### config.mk
export PLATFORM = sky130hd
export DESIGN_NAME = npc_unit
export DESIGN_NICKNAME = d
export VERILOG_FILES = /design/src/rtl/npc_pkg.sv /design/src/rtl/npc_seq_adder.sv /design/src/rtl/npc_branch_target.sv /design/src/rtl/npc_region_target.sv /design/src/rtl/npc_pc_reg.sv /design/src/rtl/npc_unit.sv
export SDC_FILE = /design/constraint.sdc
export NUM_CORES = 1
export LEC_CHECK = 0
export BUFFER_PORTS_ARGS = -buffer_cell sky130_fd_sc_hd__buf_2
export CORE_MARGIN = 10
export CORE_UTILIZATION = 50
export DETAILED_ROUTE_END_ITERATION = 6
export PLACE_DENSITY = 0.81
export SYNTH_ARGS = -nofsm -noshare
export SYNTH_HDL_FRONTEND = slang
export SYNTH_SLANG_ARGS = --single-unit
### constraint.sdc
create_clock -name clk -period 5.7 [get_ports clk]
set_clock_uncertainty 0.1 [all_clocks]
set_input_delay 1.14 -clock clk [delete_from_list [all_inputs] [get_ports clk]]
set_output_delay 1.14 -clock clk [all_outputs]
set_load 0.02 [all_outputs]
### src/rtl/npc_pkg.sv
package npc_pkg;
  typedef enum logic [1:0] {
    PCSEL_SEQ      = 2'd0,
    PCSEL_BRANCH   = 2'd1,
    PCSEL_INDIRECT = 2'd2,
    PCSEL_REGION   = 2'd3
  } pcsel_e;
endpackage

### src/rtl/npc_seq_adder.sv
module npc_seq_adder #(
  parameter int unsigned ADDR_W = 32,
  parameter int unsigned STEP   = 4
) (
  input  logic [ADDR_W-1:0] pc_i,
  output logic [ADDR_W-1:0] seq_o
);
  localparam logic [ADDR_W-1:0] STEP_V = ADDR_W'(STEP);

  always_comb begin
    seq_o = pc_i + STEP_V;
  end
endmodule

### src/rtl/npc_branch_target.sv
module npc_branch_target #(
  parameter int unsigned ADDR_W   = 32,
  parameter int unsigned OFF_W    = 16,
  parameter int unsigned ALIGN_SH = 2
) (
  input  logic [ADDR_W-1:0] base_i,
  input  logic [OFF_W-1:0]  off_i,
  output logic [ADDR_W-1:0] tgt_o
);
  localparam int unsigned EXT_W = ADDR_W - OFF_W - ALIGN_SH;

  logic [ADDR_W-1:0] disp;

  always_comb begin
    disp  = {{EXT_W{off_i[OFF_W-1]}}, off_i, {ALIGN_SH{1'b0}}};
    tgt_o = base_i + disp;
  end
endmodule

### src/rtl/npc_region_target.sv
module npc_region_target #(
  parameter int unsigned ADDR_W   = 32,
  parameter int unsigned TGT_W    = 26,
  parameter int unsigned ALIGN_SH = 2
) (
  input  logic [ADDR_W-TGT_W-ALIGN_SH-1:0] region_i,
  input  logic [TGT_W-1:0]                 field_i,
  output logic [ADDR_W-1:0]                tgt_o
);
  always_comb begin
    tgt_o = {region_i, field_i, {ALIGN_SH{1'b0}}};
  end
endmodule

### src/rtl/npc_pc_reg.sv
module npc_pc_reg #(
  parameter int unsigned        ADDR_W    = 32,
  parameter logic [ADDR_W-1:0]  RESET_VEC = '0
) (
  input  logic              clk,
  input  logic              rst_n,
  input  logic              en_i,
  input  logic [ADDR_W-1:0] nxt_i,
  output logic [ADDR_W-1:0] q_o
);
  logic [ADDR_W-1:0] d;

  always_comb begin
    d = q_o;
    if (en_i) d = nxt_i;
  end

  always_ff @(posedge clk or negedge rst_n) begin
    if (!rst_n) q_o <= RESET_VEC;
    else        q_o <= d;
  end
endmodule

### src/rtl/npc_unit.sv
module npc_unit #(
  parameter int unsigned        ADDR_W    = 32,
  parameter int unsigned        INSTR_W   = 32,
  parameter int unsigned        OFF_W     = 16,
  parameter int unsigned        TGT_W     = 26,
  parameter int unsigned        ALIGN_SH  = 2,
  parameter logic [ADDR_W-1:0]  RESET_VEC = '0
) (
  input  logic               clk,
  input  logic               rst_n,
  input  logic               en,
  input  logic [1:0]         pc_sel,
  input  logic [INSTR_W-1:0] instr,
  input  logic [ADDR_W-1:0]  rs_val,
  output logic [ADDR_W-1:0]  pc_q,
  output logic [ADDR_W-1:0]  pc_next,
  output logic [ADDR_W-1:0]  link_val
);
  import npc_pkg::*;

  localparam int unsigned STEP     = 1 << ALIGN_SH;
  localparam int unsigned REGION_W = ADDR_W - TGT_W - ALIGN_SH;

  logic [ADDR_W-1:0] seq_pc;
  logic [ADDR_W-1:0] br_pc;
  logic [ADDR_W-1:0] region_pc;
  logic              unused_opc;

  // Opcode bits steer the upstream decoder only.
  assign unused_opc = ^instr[INSTR_W-1:TGT_W];

  npc_seq_adder #(.ADDR_W(ADDR_W), .STEP(STEP)) u_seq (
    .pc_i  (pc_q),
    .seq_o (seq_pc)
  );

  npc_branch_target #(.ADDR_W(ADDR_W), .OFF_W(OFF_W), .ALIGN_SH(ALIGN_SH)) u_br (
    .base_i (seq_pc),
    .off_i  (instr[OFF_W-1:0]),
    .tgt_o  (br_pc)
  );

  npc_region_target #(.ADDR_W(ADDR_W), .TGT_W(TGT_W), .ALIGN_SH(ALIGN_SH)) u_rgn (
    .region_i (pc_q[ADDR_W-1 -: REGION_W]),
    .field_i  (instr[TGT_W-1:0]),
    .tgt_o    (region_pc)
  );

  always_comb begin
    unique case (pcsel_e'(pc_sel))
      PCSEL_BRANCH:   pc_next = br_pc;
      PCSEL_INDIRECT: pc_next = rs_val;
      PCSEL_REGION:   pc_next = region_pc;
      default:        pc_next = seq_pc;
    endcase
    link_val = seq_pc;
  end

  npc_pc_reg #(.ADDR_W(ADDR_W), .RESET_VEC(RESET_VEC)) u_pc (
    .clk   (clk),
    .rst_n (rst_n),
    .en_i  (en),
    .nxt_i (pc_next),
    .q_o   (pc_q)
  );
endmodule

=== Word level (Yosys, flattened, before mapping) ===
Cells that the tools add are included.

* Bits in latches: 0
* ROM bits: 0
* Logic and storage cells: 7
* Memory bits (writable): 0
* Output and inout port bits: 96
* Memories kept: 0
* Flip-flop bits (word level): 32

* Reduce and logical (&&, ||, !) cells: 0
* Div/mod/pow operators: 0
* Equal/unequal tests: 3
* $mul: 0
* Shift operators: 0
* Add/sub/neg operators: 2
* $lt $le $gt $ge: 0
* Multiplexer cells: 1
* Bitwise logic cells: 0

{| class="wikitable"
|+ Operators with widths
! operator !! count
|-
| one-hot mux 32 bit (3 select lines) || 1
|-
| adder 32 x 3 -> 32 bit, second input constant || 1
|-
| adder 32 bit || 1
|-
| equality test 2 bit, second input constant || 2
|-
| equality test 2 x 1 -> 1 bit, second input constant || 1
|}

=== Longest topological paths before layout ===
Gate-level depths: netlist of the first run.

* Depth in word-level cells: 3
* Gate-level depth with buffers: 16
* Mapped depth without buffers: 14

=== Cells and area by module ===
Synthesis of the first run repeated with hierarchy kept, for this count alone.

* Cells, all modules: 460
* Area total of the unflattened synthesis: 4748.3 um^2

{| class="wikitable"
|+ By module, submodules not included
! module !! area an instance (um^2) !! cells each !! sequential area each (um^2) !! times used
|-
| npc_branch_target || 1764.2 || 237 || 0.0 || 1
|-
| npc_pc_reg || 1345.0 || 68 || 800.8 || 1
|-
| npc_unit || 814.5 || 39 || 0.0 || 1
|-
| npc_seq_adder || 580.6 || 83 || 0.0 || 1
|-
| npc_region_target || 244.0 || 33 || 0.0 || 1
|}

=== Worst setup path after synthesis of the first run ===
Ideal clock, no wire load.

* Path type: reg-to-output
* Start: reg u_pc.q_o[4]
* End: out pc_next[31]
* Required time: 4.460 ns
* Cell stages (with the launch flop): 16
* Slack: 0.086 ns
* Data arrival time: 4.374 ns
* Path through: dfrtp_1 -> and4_1 -> nand3_1 -> or3_1 -> clkbuf_1 -> nand2b_1 -> xnor2_1 -> ha_1 -> clkbuf_1 -> a21o_1 -> a21o_1 -> a21oi_1 -> o2bb2ai_1 -> or4_1 -> a31o_1 -> o211ai_1

* Word-level cells in the longest chain between the ends: 3

{| class="wikitable"
|+ RTL lines
! item !! RTL line !! text
|-
| from (decl) || npc_pc_reg.sv:9 || <nowiki>output logic [ADDR_W-1:0] q_o</nowiki>
|-
| from (signal assigned) || npc_pc_reg.sv:19 || <nowiki>if (!rst_n) q_o <= RESET_VEC;</nowiki>
|-
| from (signal assigned) || npc_pc_reg.sv:20 || <nowiki>else q_o <= d;</nowiki>
|-
| adder 32 x 3 -> 32 bit || npc_seq_adder.sv:11 || <nowiki>seq_o = pc_i + STEP_V;</nowiki>
|-
| net link_val[24] || npc_unit.sv:17 || <nowiki>output logic [ADDR_W-1:0] link_val</nowiki>
|-
| adder 32 bit || npc_branch_target.sv:16 || <nowiki>tgt_o = base_i + disp;</nowiki>
|-
| one-hot mux 32 bit (3 select lines) || npc_unit.sv:50 || <nowiki>unique case (pcsel_e'(pc_sel))</nowiki>
|-
| to (decl) || npc_unit.sv:16 || <nowiki>output logic [ADDR_W-1:0] pc_next,</nowiki>
|}

The timed path passes the listed nets, and every way through them passes these cells.

=== Worst setup path in the final report of the first run ===
* Start: reg u_pc.q_o[11]
* End: out pc_next[31]

* Word-level cells in the longest chain between the ends: 3

{| class="wikitable"
|+ RTL lines
! item !! RTL line
|-
| adder 32 x 3 -> 32 bit (*) || npc_seq_adder.sv:11
|-
| adder 32 bit || npc_branch_target.sv:16
|-
| one-hot mux 32 bit (3 select lines) (*) || npc_unit.sv:50
|}

Every way passes the cells marked *; elsewhere a longest branch is shown, timed or not.

==> results.json, run 1 <==
{
  "status": "completed",
  "drt_iter0_drc": 410,
  "hold_viol": 0,
  "cp_common_cell": "a21o_1",
  "post-route-drc-count": 0,
  "required_ns": 4.46,
  "nets": 762,
  "via_per_inst": 6.26,
  "yosys_warnings": 0,
  "io_pins": 165,
  "fmax_mhz": 181,
  "grt_overflow_total": 0,
  "clockRootBuffer": "clkbuf_8",
  "r2r_setup_slack_ns": 1.44,
  "drv_slew": 0,
  "synth_area_per_cell_um2": 9.13,
  "fin_tns_setup_ns": 0,
  "netlist_top_cells_count": "nor2_1 (37), nand2_1 (35), xnor2_1 (35)",
  "crit_arrival_ns": 4.28,
  "drive_gt1_share_pct": 42.6,
  "dominantRegCellSynth": "dfrtp_1",
  "timing.critical_path.cells": "and4_1 -> nand3_2 -> or3_4 -> xnor2_1 -> ha_1 -> a21o_1 -> a21o_1 -> a21o_2 -> o2bb2ai_1 -> or4_4 -> a31o_1 -> nand3_1 -> o211ai_1 -> buf_4",
  "power.density_nw_per_um2": 493,
  "slowest_delay_ns": 0.57,
  "rows": 34,
  "synthesis.area_um2": 4490,
  "die_h_um": 115,
  "synth_edf_count": 0,
  "gp_congestion": 0.912,
  "syn_inst": 492,
  "antenna_found_initial": 0,
  "holdPathStages": 1,
  "synth_area_leader_cell": "dfrtp_1",
  "cts_sinks": 32,
  "period_needed_ns": 5.52,
  "crit_type": "reg -> out",
  "synth.top_cell.area_share_pct": 17.8,
  "grt_pass1_vias": 4999,
  "portBuffers": 158,
  "fin_crit_sh_pct": 96.8,
  "areaGrowthSynthToFinish_pct": 25.2,
  "setup-violations-final": 0,
  "path_max_fanout": 7,
  "start_util_pct": 51.5,
  "yosysUniqueCellTypes": 84,
  "path_clk_slew_ns": 0.07,
  "startpoint_type": "flip-flop",
  "yosysMostFrequentCell": "nor2_1",
  "r2r_cells": 14,
  "finalWirelength_um": 15800,
  "drt.antenna.violating_nets": 0,
  "synthArstFlopShare_pct": 100,
  "hp-start": "u_pc.q_o[1]",
  "hp-class": "reg -> reg",
  "vias": 4796,
  "worst_pin_slew_ns": 0.916,
  "placed_cell_area_um2": 5370,
  "cpLargestDelayFamily": "simple AND/OR/NAND/NOR gates",
  "top_register": "u_pc.q_o",
  "track_usage_pct": 23.0,
  "drt_pre_antenna_iters": 5,
  "cts_made_buffers": 5,
  "syn_nets": 596,
  "r2r-start": "u_pc.q_o[11]",
  "power.leakage_uw": 0.00264,
  "dp_hpwl_um": 12300,
  "grt_max_degree": 41,
  "r2r-end": "u_pc.q_o[23]",
  "largestRegisters": "u_pc.q_o: 32 flops",
  "grt_pass1_wl_um": 25000,
  "ir_drop_mv": 0.359,
  "maxCapViolCount": 0,
  "synth_seq_cells": 32,
  "relSlewSlack_pct": 38.9,
  "synth-seq-area-share_pct": 17.8,
  "cts_max_path_buffers": 2,
  "final_area_um2": 5620,
  "fp.dieArea_um2": 13200,
  "die_w_um": 115,
  "endpoint_kind": "output pin",
  "insertion_delay_ns": 0.29,
  "cp.buffers_inverters": 1,
  "wl_per_cell_um": 20.6,
  "critPathSlowestCell": "or4_4",
  "tritoncts": "yes",
  "coreArea_um2": 8720,
  "diodes": 0,
  "htreeDepth": 2,
  "hold_end": "u_pc.q_o[1]",
  "synthTopCellsByArea": "dfrtp_1 (18%), mux4_2 (10%), ha_1 (9.5%), xnor2_1 (6.8%), mux2_2 (6.5%)",
  "largest_reg_flops": 32
}
==> layout make-up <==
type,count,area [µm²]
Inverter,19,71.3
Multi-Input combinational cell,418,3540
Sequential cell,32,807
Clock buffer,7,96.3
Timing Repair Buffer,182,973
Fill cell,729,3100
Tap cell,108,135
==> worst max path at each step <==
| stage | start | to | cells past startpoint |
|---|---|---|---|
| finish | u_pc.q_o[11] | pc_next[31] | 14 |
| global route | u_pc.q_o[6] | pc_next[31] | 15 |
| CTS | u_pc.q_o[4] | pc_next[28] | 14 |
| detailed placement | u_pc.q_o[4] | pc_next[28] | 14 |
| global placement | u_pc.q_o[4] | pc_next[28] | 14 |
| floorplan | u_pc.q_o[4] | pc_next[31] | 15 |
==> logic make-up after synthesis <==
group                    Yosys count  synth area share (%)
multiplexers                      52                  17.9
XOR/XNOR                          45                  8.78
AND/OR/NAND/NOR                  154                  17.4
AO/OA/AOI/OAI                    132                  22.8
adder cells (fa/ha/maj)           35                  9.92
flip-flops                        32                  17.8
buffers and inverters             42                  5.43
==> per-layer routing <==
metal	track usage (%)	vias up	wire, µm
li1	-	2207	-
met2	38.5	218	7650
met4	6.52	0	155
met1	28.5	2359	6580
met3	6.09	12	1400
met5	0	-	0
==> cell usage in the layout (no fill, tap or decap), types with 4 or more instances in the layout <==
cell,count
buf_2,157
nor2_1,36
nand2_1,35
xnor2_1,32
ha_1,32
dfrtp_1,27
mux2_2,26
buf_4,25
a21o_1,22
a21oi_1,22
mux4_2,20
nand3_1,19
inv_1,18
nand4_1,10
xor2_1,9
nor3_1,9
a211oi_1,7
a31oi_1,7
clkbuf_8,7
and2_1,6
o21ai_0,6
and4_1,5
o21ai_1,5
o21a_1,5
mux2i_1,5
dfrtp_2,5
and3_1,4
nor3_2,4
nor2b_1,4
o22ai_1,4
o2bb2ai_1,4
==> power breakdown <==
group | internal, µW | total (µW) | switching [µW] | leakage, µW
Clock | 108 | 204 | 95.8 | 0.0000503
Sequential | 313 | 450 | 137 | 0.000372
Combinational | 890 | 2120 | 1230 | 0.00221
==> through the flow <==
stage / hold slack (ns) / util (%) / setup WS [ns] / cells / total power (µW)
CTS: 0.480 / 62.9 / 0.00816 / 759 / 2700
detailed placement: 0.461 / 61.6 / 0.307 / 752 / 2480
global route: 0.497 / 64.5 / -0.0233 / 766 / 2970
global placement: 0.443 / 61.6 / 0.260 / 752 / 2430
floorplan: 0.543 / - / 0.0860 / 492 / 1910
finish: 0.470 / 64.5 / 0.185 / 766 / 2770
==> what timing repair did <==
action,CTS,global route
hold buffers,0,0
pin swaps,0,8
setup endpoints to repair,2,7
buffers inserted,0,7
gates resized for setup,3,23
gates cloned,0,0
Power figures use the tool's default switching activity.
==> run 2: changes to the inputs <==
- MAX_ROUTING_LAYER: not set -> met4
==> results.json, run 2 (synthesis gave the netlist of run 1 again) <==
{
  "maxCapViolCount": 0,
  "relSlewSlack_pct": 39.8,
  "coreArea_um2": 8720,
  "fin_tns_setup_ns": 0,
  "ir_drop_mv": 0.406,
  "total_power_uw": 2840,
  "final_util_pct": 64.9,
  "insertion_delay_ns": 0.29,
  "antenna_found_initial": 0,
  "hp-start": "u_pc.q_o[6]",
  "fmax_mhz": 181,
  "finalWirelength_um": 16200,
  "vias": 4834,
  "die_h_um": 115,
  "via_per_inst": 6.33,
  "r2r_cells": 14,
  "path_max_fanout": 6,
  "period_needed_ns": 5.52,
  "cts_made_buffers": 5,
  "gp_congestion": 0.945,
  "status": "completed",
  "dp_hpwl_um": 12500,
  "cts_sinks": 32,
  "start_util_pct": 51.5,
  "setup-violations-final": 0,
  "areaGrowthSynthToFinish_pct": 26.0,
  "placed_cell_area_um2": 5360,
  "startpoint_type": "flip-flop",
  "final_area_um2": 5660,
  "clockRootBuffer": "clkbuf_8",
  "holdPathStages": 1,
  "r2r-end": "u_pc.q_o[23]",
  "drv_slew": 0,
  "grt_max_degree": 41,
  "fin_crit_sh_pct": 96.9,
  "drt_iter0_drc": 337,
  "drive_gt1_share_pct": 43.3,
  "wl_per_cell_um": 21.2,
  "hold_viol": 0,
  "track_usage_pct": 24.1,
  "crit_type": "reg -> out",
  "r2r-start": "u_pc.q_o[11]",
  "cts_max_path_buffers": 2,
  "path_clk_slew_ns": 0.08,
  "cts_hold_buf": 0,
  "grt_pass1_vias": 5033,
  "io_pins": 165,
  "endpoint_kind": "output pin",
  "crit_arrival_ns": 4.28,
  "place_inst": 750,
  "required_ns": 4.46,
  "layout_common_cells": "buf_2 (157), nor2_1 (36), nand2_1 (35), xnor2_1 (32), ha_1 (31)",
  "rows": 34,
  "top_register": "u_pc.q_o",
  "drt.antenna.violating_nets": 0,
  "grt_overflow_total": 0,
  "die_w_um": 115,
  "post-route-drc-count": 0,
  "largestRegisters": "u_pc.q_o: 32 flops",
  "power.density_nw_per_um2": 503,
  "portBuffers": 158,
  "grt_pass1_wl_um": 25400,
  "hold_end": "u_pc.q_o[6]",
  "final_common_cell": "buf_2",
  "tritoncts": "yes",
  "nets": 759,
  "drt_pre_antenna_iters": 5,
  "power.leakage_uw": 0.00264,
  "fp.dieArea_um2": 13200,
  "hp-class": "reg -> reg",
  "largest_reg_flops": 32,
  "r2r_setup_slack_ns": 1.42,
  "htreeDepth": 2,
  "worst_pin_slew_ns": 0.903,
  "final_cells": 764,
  "diodes": 0
}
-- run 2: cell count changes in the layout (fill, tap and decap cells not counted), sizes merged --
cell | previous run | this run
bufinv | 0 | 1
buf | 182 | 179
-- run 2: worst max-delay path by stage --
stage	from	to	slack (ns)
after global placement	u_pc.q_o[4]	pc_next[31]	0.28
after CTS	u_pc.q_o[4]	pc_next[28]	0.01
after detailed placement	u_pc.q_o[4]	pc_next[31]	0.21
final	u_pc.q_o[11]	pc_next[31]	0.18
after global routing	u_pc.q_o[5]	pc_next[31]	-0.02
after floorplan	u_pc.q_o[4]	pc_next[31]	0.09
-- run 2: repair_timing --
| action | CTS | global route |
|---|---|---|
| setup endpoints to repair | 2 | 6 |
| pin swaps | 1 | 7 |
| setup buffers | 0 | 6 |
| gates resized for setup | 5 | 28 |
-- run 2: metrics by stage --
step / hold WS (ns) / setup WS [ns]
finish: 0.451 / 0.178
global placement: 0.444 / 0.281
floorplan: 0.543 / 0.0860
global route: 0.473 / -0.0151
CTS: 0.483 / 0.0117
detailed placement: 0.464 / 0.211
-- run 2: cell type report --
type / instances / area (µm²)
well taps: 108 / 135
repair buffers: 179 / 951
clock buffers: 7 / 96.3
flip-flops and latches: 32 / 811
multi-input cells: 418 / 3560
inverters: 19 / 71.3
clock inverters: 1 / 30.0
fillers: 758 / 3060
-- run 2: per-layer routing --
metal	GRT usage, %	part of all wire (%)	vias to the layer above
li1	-	-	2209
met1	30.5	42	2328
met2	39.0	48	263
met3	4.27	8.0	34
met4	6.11	1.9	0
met5	-	0	-
-- run 2: report_power, final --
group / switching (µW) / internal [µW]
registers: 129 / 315
clock network: 102 / 155
logic: 1250 / 890
total: 1480 / 1360
-- run 2: worst max-delay path, cell delays in order (launching register included) --
cell and delay (ns):
dfrtp_1 0.41, and4_1 0.26, nand3_2 0.18, or2_4 0.33, nor2_1 0.12, xor2_1 0.10
ha_2 0.39, nand2_1 0.11, or3_1 0.42, a2111o_1 0.52, a311oi_4 0.36, o311ai_1 0.18
a31o_1 0.24, nand3_1 0.09, o211ai_1 0.11, buf_4 0.17
